--- src/rtl/irq_pkg.sv ---
package irq_pkg;
  // register access decode result
  typedef enum logic [1:0] {
    ACC_NONE = 2'd0,
    ACC_CSR  = 2'd1,
    ACC_CFG  = 2'd2
  } acc_sel_e;
endpackage

--- src/rtl/irq_evt_latch.sv ---
module irq_evt_latch #(
  parameter int unsigned N = 8
) (
  input  logic         clk,
  input  logic         rst_n,
  input  logic [N-1:0] evt_i,
  input  logic         clr_i,
  output logic [N-1:0] stat_o
);
  logic [N-1:0] stat_q;
  logic [N-1:0] stat_d;

  for (genvar g = 0; g < N; g++) begin : g_bit
    // new event wins over a clear landing in the same cycle
    always_comb begin
      stat_d[g] = stat_q[g];
      if (clr_i) stat_d[g] = 1'b0;
      if (evt_i[g]) stat_d[g] = 1'b1;
    end

    always_ff @(posedge clk or negedge rst_n) begin
      if (!rst_n) stat_q[g] <= 1'b0;
      else        stat_q[g] <= stat_d[g];
    end
  end

  assign stat_o = stat_q;
endmodule

--- src/rtl/irq_csr.sv ---
module irq_csr
  import irq_pkg::*;
#(
  parameter int unsigned N        = 8,
  parameter int unsigned AW       = 5,
  parameter int unsigned CSR_ADDR = 27,
  parameter int unsigned CFG_ADDR = 31,
  parameter int unsigned POL_BIT  = 14,
  localparam int unsigned DW      = 2 * N
) (
  input  logic          clk,
  input  logic          rst_n,
  input  logic          wr_i,
  input  logic          rd_i,
  input  logic [AW-1:0] addr_i,
  input  logic [DW-1:0] wdata_i,
  input  logic [N-1:0]  stat_i,
  output logic [N-1:0]  en_o,
  output logic          pol_o,
  output logic          clr_o,
  output logic [DW-1:0] rdata_o
);
  acc_sel_e     sel;
  logic [N-1:0] en_q, en_d;
  logic         en_ce;
  logic         pol_q, pol_d;
  logic         pol_ce;

  always_comb begin
    if (addr_i == AW'(CSR_ADDR))      sel = ACC_CSR;
    else if (addr_i == AW'(CFG_ADDR)) sel = ACC_CFG;
    else                              sel = ACC_NONE;
  end

  // next-state
  always_comb begin
    en_ce  = wr_i && (sel == ACC_CSR);
    en_d   = wdata_i[DW-1:N];
    pol_ce = wr_i && (sel == ACC_CFG);
    pol_d  = wdata_i[POL_BIT];
  end

  // registers with explicit clock enables
  always_ff @(posedge clk or negedge rst_n) begin
    if (!rst_n)     en_q <= '0;
    else if (en_ce) en_q <= en_d;
  end

  always_ff @(posedge clk or negedge rst_n) begin
    if (!rst_n)      pol_q <= 1'b0;
    else if (pol_ce) pol_q <= pol_d;
  end

  // read path
  always_comb begin
    rdata_o = '0;
    if (rd_i) begin
      unique case (sel)
        ACC_CSR: rdata_o = {en_q, stat_i};
        ACC_CFG: rdata_o[POL_BIT] = pol_q;
        default: rdata_o = '0;
      endcase
    end
  end

  assign clr_o = rd_i && (sel == ACC_CSR);
  assign en_o  = en_q;
  assign pol_o = pol_q;
endmodule

--- src/rtl/irq_pin_drv.sv ---
module irq_pin_drv #(
  parameter int unsigned N = 8
) (
  input  logic         clk,
  input  logic         rst_n,
  input  logic [N-1:0] stat_i,
  input  logic [N-1:0] en_i,
  input  logic         pol_i,
  output logic         pin_o
);
  logic pend;
  logic pin_d, pin_q;

  always_comb begin
    pend  = |(stat_i & en_i);
    pin_d = pol_i ? pend : ~pend;
  end

  // reset level is inactive for the default active-low polarity
  always_ff @(posedge clk or negedge rst_n) begin
    if (!rst_n) pin_q <= 1'b1;
    else        pin_q <= pin_d;
  end

  assign pin_o = pin_q;
endmodule

--- src/rtl/irq_status_ctrl.sv ---
module irq_status_ctrl #(
  parameter int unsigned NUM_EVT  = 8,
  parameter int unsigned ADDR_W   = 5,
  parameter int unsigned CSR_ADDR = 27,
  parameter int unsigned CFG_ADDR = 31,
  parameter int unsigned POL_BIT  = 14,
  localparam int unsigned DATA_W  = 2 * NUM_EVT
) (
  input  logic              clk,
  input  logic              rst_n,
  input  logic [NUM_EVT-1:0] evt_pulse,
  input  logic              reg_wr,
  input  logic              reg_rd,
  input  logic [ADDR_W-1:0] reg_addr,
  input  logic [DATA_W-1:0] reg_wdata,
  output logic [DATA_W-1:0] reg_rdata,
  output logic              irq_pin
);
  logic [1:0]         rst_sync_q;
  logic               rst_sync_n;
  logic [NUM_EVT-1:0] stat;
  logic [NUM_EVT-1:0] en;
  logic               pol;
  logic               clr;

  // asynchronous assert, synchronous release
  always_ff @(posedge clk or negedge rst_n) begin
    if (!rst_n) rst_sync_q <= 2'b00;
    else        rst_sync_q <= {rst_sync_q[0], 1'b1};
  end
  assign rst_sync_n = rst_sync_q[1];

  irq_evt_latch #(.N(NUM_EVT)) u_latch (
    .clk    (clk),
    .rst_n  (rst_sync_n),
    .evt_i  (evt_pulse),
    .clr_i  (clr),
    .stat_o (stat)
  );

  irq_csr #(
    .N        (NUM_EVT),
    .AW       (ADDR_W),
    .CSR_ADDR (CSR_ADDR),
    .CFG_ADDR (CFG_ADDR),
    .POL_BIT  (POL_BIT)
  ) u_csr (
    .clk     (clk),
    .rst_n   (rst_sync_n),
    .wr_i    (reg_wr),
    .rd_i    (reg_rd),
    .addr_i  (reg_addr),
    .wdata_i (reg_wdata),
    .stat_i  (stat),
    .en_o    (en),
    .pol_o   (pol),
    .clr_o   (clr),
    .rdata_o (reg_rdata)
  );

  irq_pin_drv #(.N(NUM_EVT)) u_pin (
    .clk    (clk),
    .rst_n  (rst_sync_n),
    .stat_i (stat),
    .en_i   (en),
    .pol_i  (pol),
    .pin_o  (irq_pin)
  );
endmodule

--- config.mk ---
export PLATFORM = sky130hd
export DESIGN_NAME = irq_status_ctrl
export DESIGN_NICKNAME = d
export VERILOG_FILES = /design/src/rtl/irq_pkg.sv /design/src/rtl/irq_evt_latch.sv /design/src/rtl/irq_csr.sv /design/src/rtl/irq_pin_drv.sv /design/src/rtl/irq_status_ctrl.sv
export SDC_FILE = /design/constraint.sdc
export NUM_CORES = 1
export LEC_CHECK = 0
export ABC_AREA = 1
export BUFFER_PORTS_ARGS = -buffer_cell sky130_fd_sc_hd__buf_4
export CORE_MARGIN = 2
export CORE_UTILIZATION = 48
export DETAILED_ROUTE_END_ITERATION = 6
export GPL_ROUTABILITY_DRIVEN = 1
export MAX_ROUTING_LAYER = met4
export PLACE_DENSITY = 0.85
export SETUP_SLACK_MARGIN = 0.02
export SLEW_MARGIN = 20
export SYNTH_ARGS = -nofsm -noshare
export SYNTH_HDL_FRONTEND = slang
export SYNTH_SLANG_ARGS = --single-unit
--- constraint.sdc ---
create_clock -name clk -period 1.7 [get_ports clk]
set_input_delay 0.255 -clock clk [delete_from_list [all_inputs] [get_ports clk]]
set_output_delay 0.255 -clock clk [all_outputs]
set_load 0.02 [all_outputs]
After elaboration in Yosys (flattened, before gate mapping)
Cells that the tools add are included.
Widths: inputs -> output; s select.
{"block": "totals", "reg_bits": 20, "in_bits": 33, "out_inout_bits": 17, "word_cells": 46}
{"block": "op_classes", "n_eq_ne": 4, "mux": 16, "bitwise": 2, "n_reduce_logical": 12}
{"op": "$mux 16", "n": 1}
{"op": "$reduce_bool 2->1", "n": 8}
{"op": "$mux 14", "n": 1}
{"op": "$mux 1", "n": 11}
{"op": "$eq 5x5->1 const B", "n": 2}
{"op": "$and 8x8->8", "n": 1}
{"op": "$reduce_or 8->1", "n": 1}
{"op": "$mux 2", "n": 2}
{"op": "$logic_and 1x1->1", "n": 3}
{"op": "$eq 2x1->1 const B", "n": 1}
{"op": "$eq 2x2->1 const B", "n": 1}
{"op": "$pmux 1 s2", "n": 1}
{"op": "$not 1->1", "n": 1}

Logic depth before layout (Yosys ltp)
{"block": "logic_depth", "word_depth": 7, "mapped_depth": 6, "mapped_depth_nobuf": 6}

Cells and area by module
Synthesis repeated with hierarchy kept, for this count alone.
{"block": "unflattened", "cells_unflattened": 139, "hier_area_um2": 1063.5}
{"module": "irq_csr", "n_inst": 1, "cells_per_inst": 83, "area_each_um2": 611.8, "seq_area_each_um2": 225.2}
{"module": "irq_evt_latch", "n_inst": 1, "cells_per_inst": 33, "area_each_um2": 294.0, "seq_area_each_um2": 200.2}
{"module": "irq_pin_drv", "n_inst": 1, "cells_per_inst": 20, "area_each_um2": 103.8, "seq_area_each_um2": 26.3}
{"module": "irq_status_ctrl", "n_inst": 1, "cells_per_inst": 3, "area_each_um2": 53.8, "seq_area_each_um2": 50.0}

Least setup slack after synthesis
OpenSTA, ideal clock, no wires.
{"block": "synth_timing", "kind": "input to output", "startpoint": "in reg_addr[1]", "endpoint": "out reg_rdata[14]", "arrival_time_ps": 1051, "required_time_ps": 1445, "slack_ps": 394, "cell_stages": 4, "n_path_buf": 0, "cell_sequence": "nand2_2 nor2_4 nand3_4 o21ai_0"}
{"block": "synth_via", "elab_chain_cells": 6, "word_cells_on_any_way": 8, "cone_classes": "eq/ne: 4; mux: 4"}
{"item": "from (decl)", "line": "irq_status_ctrl.sv:14", "source": "input logic [ADDR_W-1:0] reg_addr,"}
{"item": "$eq 5x5->1", "line": "irq_csr.sv:31", "source": "else if (addr_i == AW'(CFG_ADDR)) sel = ACC_CFG;"}
{"item": "$mux 2", "line": "irq_csr.sv:31"}
{"item": "$mux 2 *", "line": "irq_csr.sv:30", "source": "if (addr_i == AW'(CSR_ADDR)) sel = ACC_CSR;"}
{"item": "$eq 2x2->1 or $eq 2x1->1 (tied branches)", "line": "irq_csr.sv:58", "source": "unique case (sel)"}
{"item": "$pmux 1 s2 *", "line": "irq_csr.sv:58"}
{"item": "$mux 16 *", "line": "irq_csr.sv:57", "source": "if (rd_i) begin"}
{"item": "to (decl)", "line": "irq_status_ctrl.sv:16", "source": "output logic [DATA_W-1:0] reg_rdata,"}
Mark *: on every way between the ends. The rest lies on a longest branch, timed or not.

Worst setup path after layout
Ends and elaborated chain as after synthesis.

==> qor.yml <==
finalNetCount: 212
routedWlPerCell_um: 9.902
synth_area_leader_cell: "dfrtp_1"
min_period_over_period: 0.8396
row_count: 16
ir_drop_v: 0.0007366
synth_top_family_by_area: "simple AND/OR/NAND/NOR gates"
vias: 912
synth_cell_types: 15
cpLargestDelayFamily: "simple AND/OR/NAND/NOR gates"
antenna_found_initial: 0
area_delta_synth_final_pct: 33.85
grt_pass1_vias: 906
hold_class: "in -> reg"
clock_path_buffers: 2
postRouteAntennaNets: 0
synthSimpleGateAreaFrac: 0.2823
grt_util_all_layers: 0.1817
avgViaCountPerCell: 4.449
synth-warning-count: 0
cts_hold_buf: 1
final_core_util: 0.6994
cts_buffers: 3
whs_ns: 0.1355
syn-num-nets: 168
synth-xor-area-share: 0
clock_sinks: 20
rsz0062_at_grt: "false"
first_iter_violations: 13
clk_latency_ns: 0.29
synthTopCellsByArea: "dfrtp_1 45%, nand2_1 14%, inv_1 12%"
post-cts-setup-buffers: 0
syn_area_per_cell_um2: 7.748
clk_pin_slew_ns: 0.11
hpwl_mm: 1.648
crit_slowest_cell: "nand3_4"
numPortBuffers: 41
root_buffer: "clkbuf_4"
required_ns: 1.44
final.setup.tns_ns: 0
critPathLaunchType: "primary input"
cts-resized-gates: 0
ioPinCount: 50
cp_cell_sequence: "buf_4, nand2_2, nor2_4, nand3_4, o21ai_0, buf_4"
critPathMaxStageDelay_ns: 0.24
finalSetupViolCount: 0
maxCapViolations: 0
grt-ovfl-total: 0
path_class: "in -> out"
grt_pass1_wl_mm: 3.498
critPathMaxFanout: 24
synthMuxAreaShare: 0
cts_tree: "built"
clock_skew_ns: 0.004593
tightestPinTransition_ns: 0.6931
layout_common_cells: "41 x buf_4, 39 x nand2_1, 34 x inv_1, 19 x dfrtp_1, 18 x nor2_1"
total_power_mw: 1.071
cp_common_cell: "buf_4"
power.density_nw_per_um2: 764.6
ys_seq_area_frac: 0.4797
slew_headroom: 0.5379
core_region_area_um2: 2002
place_congestion: 0.7541
drive_gt1_frac: 0.3427
synthAdderAreaFrac: 0
syn_area_um2: 1046
status: "complete, no violations"
cp.arrival_ns: 1.17
worstSetupEndpointType: "output pin"
fmax_mhz: 700.6
layout_commonest_cell: "buf_4"
drt-total-wl_mm: 2.030
synth_top_area_share: 0.4545
synth_compound_area_frac: 0.07656
grt_start_max_net_pins: 25
postSynthCellCount: 135
first_pass_iters: 4
drc: 0
fillers: 168
period_minus_slack_ns: 1.427
drv_slew: 0
die_w_um: 50.68
h-tree-depth: 1
finalHoldViolCount: 0
dieHeight_um: 50.68
antenna_cells: 0
die_area_um2: 2568
critical_path_buf_inv_count: 2
initial_core_util: 0.5225
synth_seq_cells: 20
p_leak_nw: 0.8716
## registers in the layout, summed over array words and instances, names as in the netlist
name,cells
u_pin.pin_o,1
u_csr.pol_o,1
u_latch.stat_o,8
rst_sync_q,2
u_csr.en_o,8
## worst reg2reg max path, stage by stage (launching register included)
cell	delay (ns)
dfrtp_1	0.42
nand2_1	0.09
nand2_1	0.06
nor2_1	0.13
nand2_1	0.07
nand2_1	0.06
nand2_1	0.05
## stage by stage
step | setup slack, ns | instances | area [um^2]
5_1_grt | 0.1675 | 205 | 1400
2_1_floorplan | 0.3938 | 135 | 1046
3_3_place_gp | 0.2785 | 200 | 1354
3_5_place_dp | 0.2609 | 200 | 1354
4_1_cts | 0.2567 | 205 | 1400
6_report | 0.2727 | 205 | 1400
## metal layers
layer | routed length (um) | GRT usage | vias to the layer above
li1 | - | - | 471
met1 | 766 | 0.1938 | 423
met2 | 1198 | 0.3509 | 16
met3 | 57 | 0.02679 | 2
met4 | 8 | 0.04054 | 0
met5 | 0 | - | -
## path summary, 6_finish.rpt
check / start / endpoint / slack, ns / depth (start not counted)
max in group asynchronous: rst_sync_q[1] / u_latch.stat_o[0] / 0.97 / 0
max: reg_addr[1] / reg_rdata[14] / 0.27 / 6
min reg2reg: rst_sync_q[1] / u_csr.en_o[7] / 0.29 / 0
min in group asynchronous: rst_n / rst_sync_q[0] / 0.28 / 2
min: evt_pulse[6] / u_latch.stat_o[6] / 0.14 / 3
max reg2reg: u_latch.stat_o[4] / u_pin.pin_o / 0.77 / 6
## synthesized netlist by cell type
master   count
conb_1       1
nand3_4      2
o21ai_0      2
nand4_1      1
nor2_4       1
dfrtp_1     19
inv_2        1
inv_1       34
buf_6        3
dfstp_2      1
o21ai_2      8
nand3_1      2
nor2_1      18
nand2_2      3
nand2_1     39
## where the power goes
| group | switching [mW] | total (mW) | internal (mW) |
|---|---|---|---|
| clock | 0.135 | 0.265 | 0.130 |
| sequential | 0.0442 | 0.578 | 0.534 |
| combinational | 0.117 | 0.227 | 0.110 |
## cell type report
| cell class | count | area (um^2) | share of cell area |
|---|---|---|---|
| multi-input cells | 77 | 379.1 | 0.2708 |
| flip-flops and latches | 20 | 501.7 | 0.3584 |
| clock buffers | 4 | 36.28 | 0.02592 |
| well taps | 27 | 33.78 | 0.02413 |
| repair buffers | 42 | 317.8 | 0.2270 |
| inverters | 35 | 131.4 | 0.09383 |
## cells by family (layout without fill, tap and decap cells)
group	Yosys count	in the layout
buffers and inverters	38	81
AND/OR/NAND/NOR	66	66
flip-flops	20	20
AO/OA/AOI/OAI	10	10
other	1	1
Note: power is estimated with default switching activity, not from simulation.
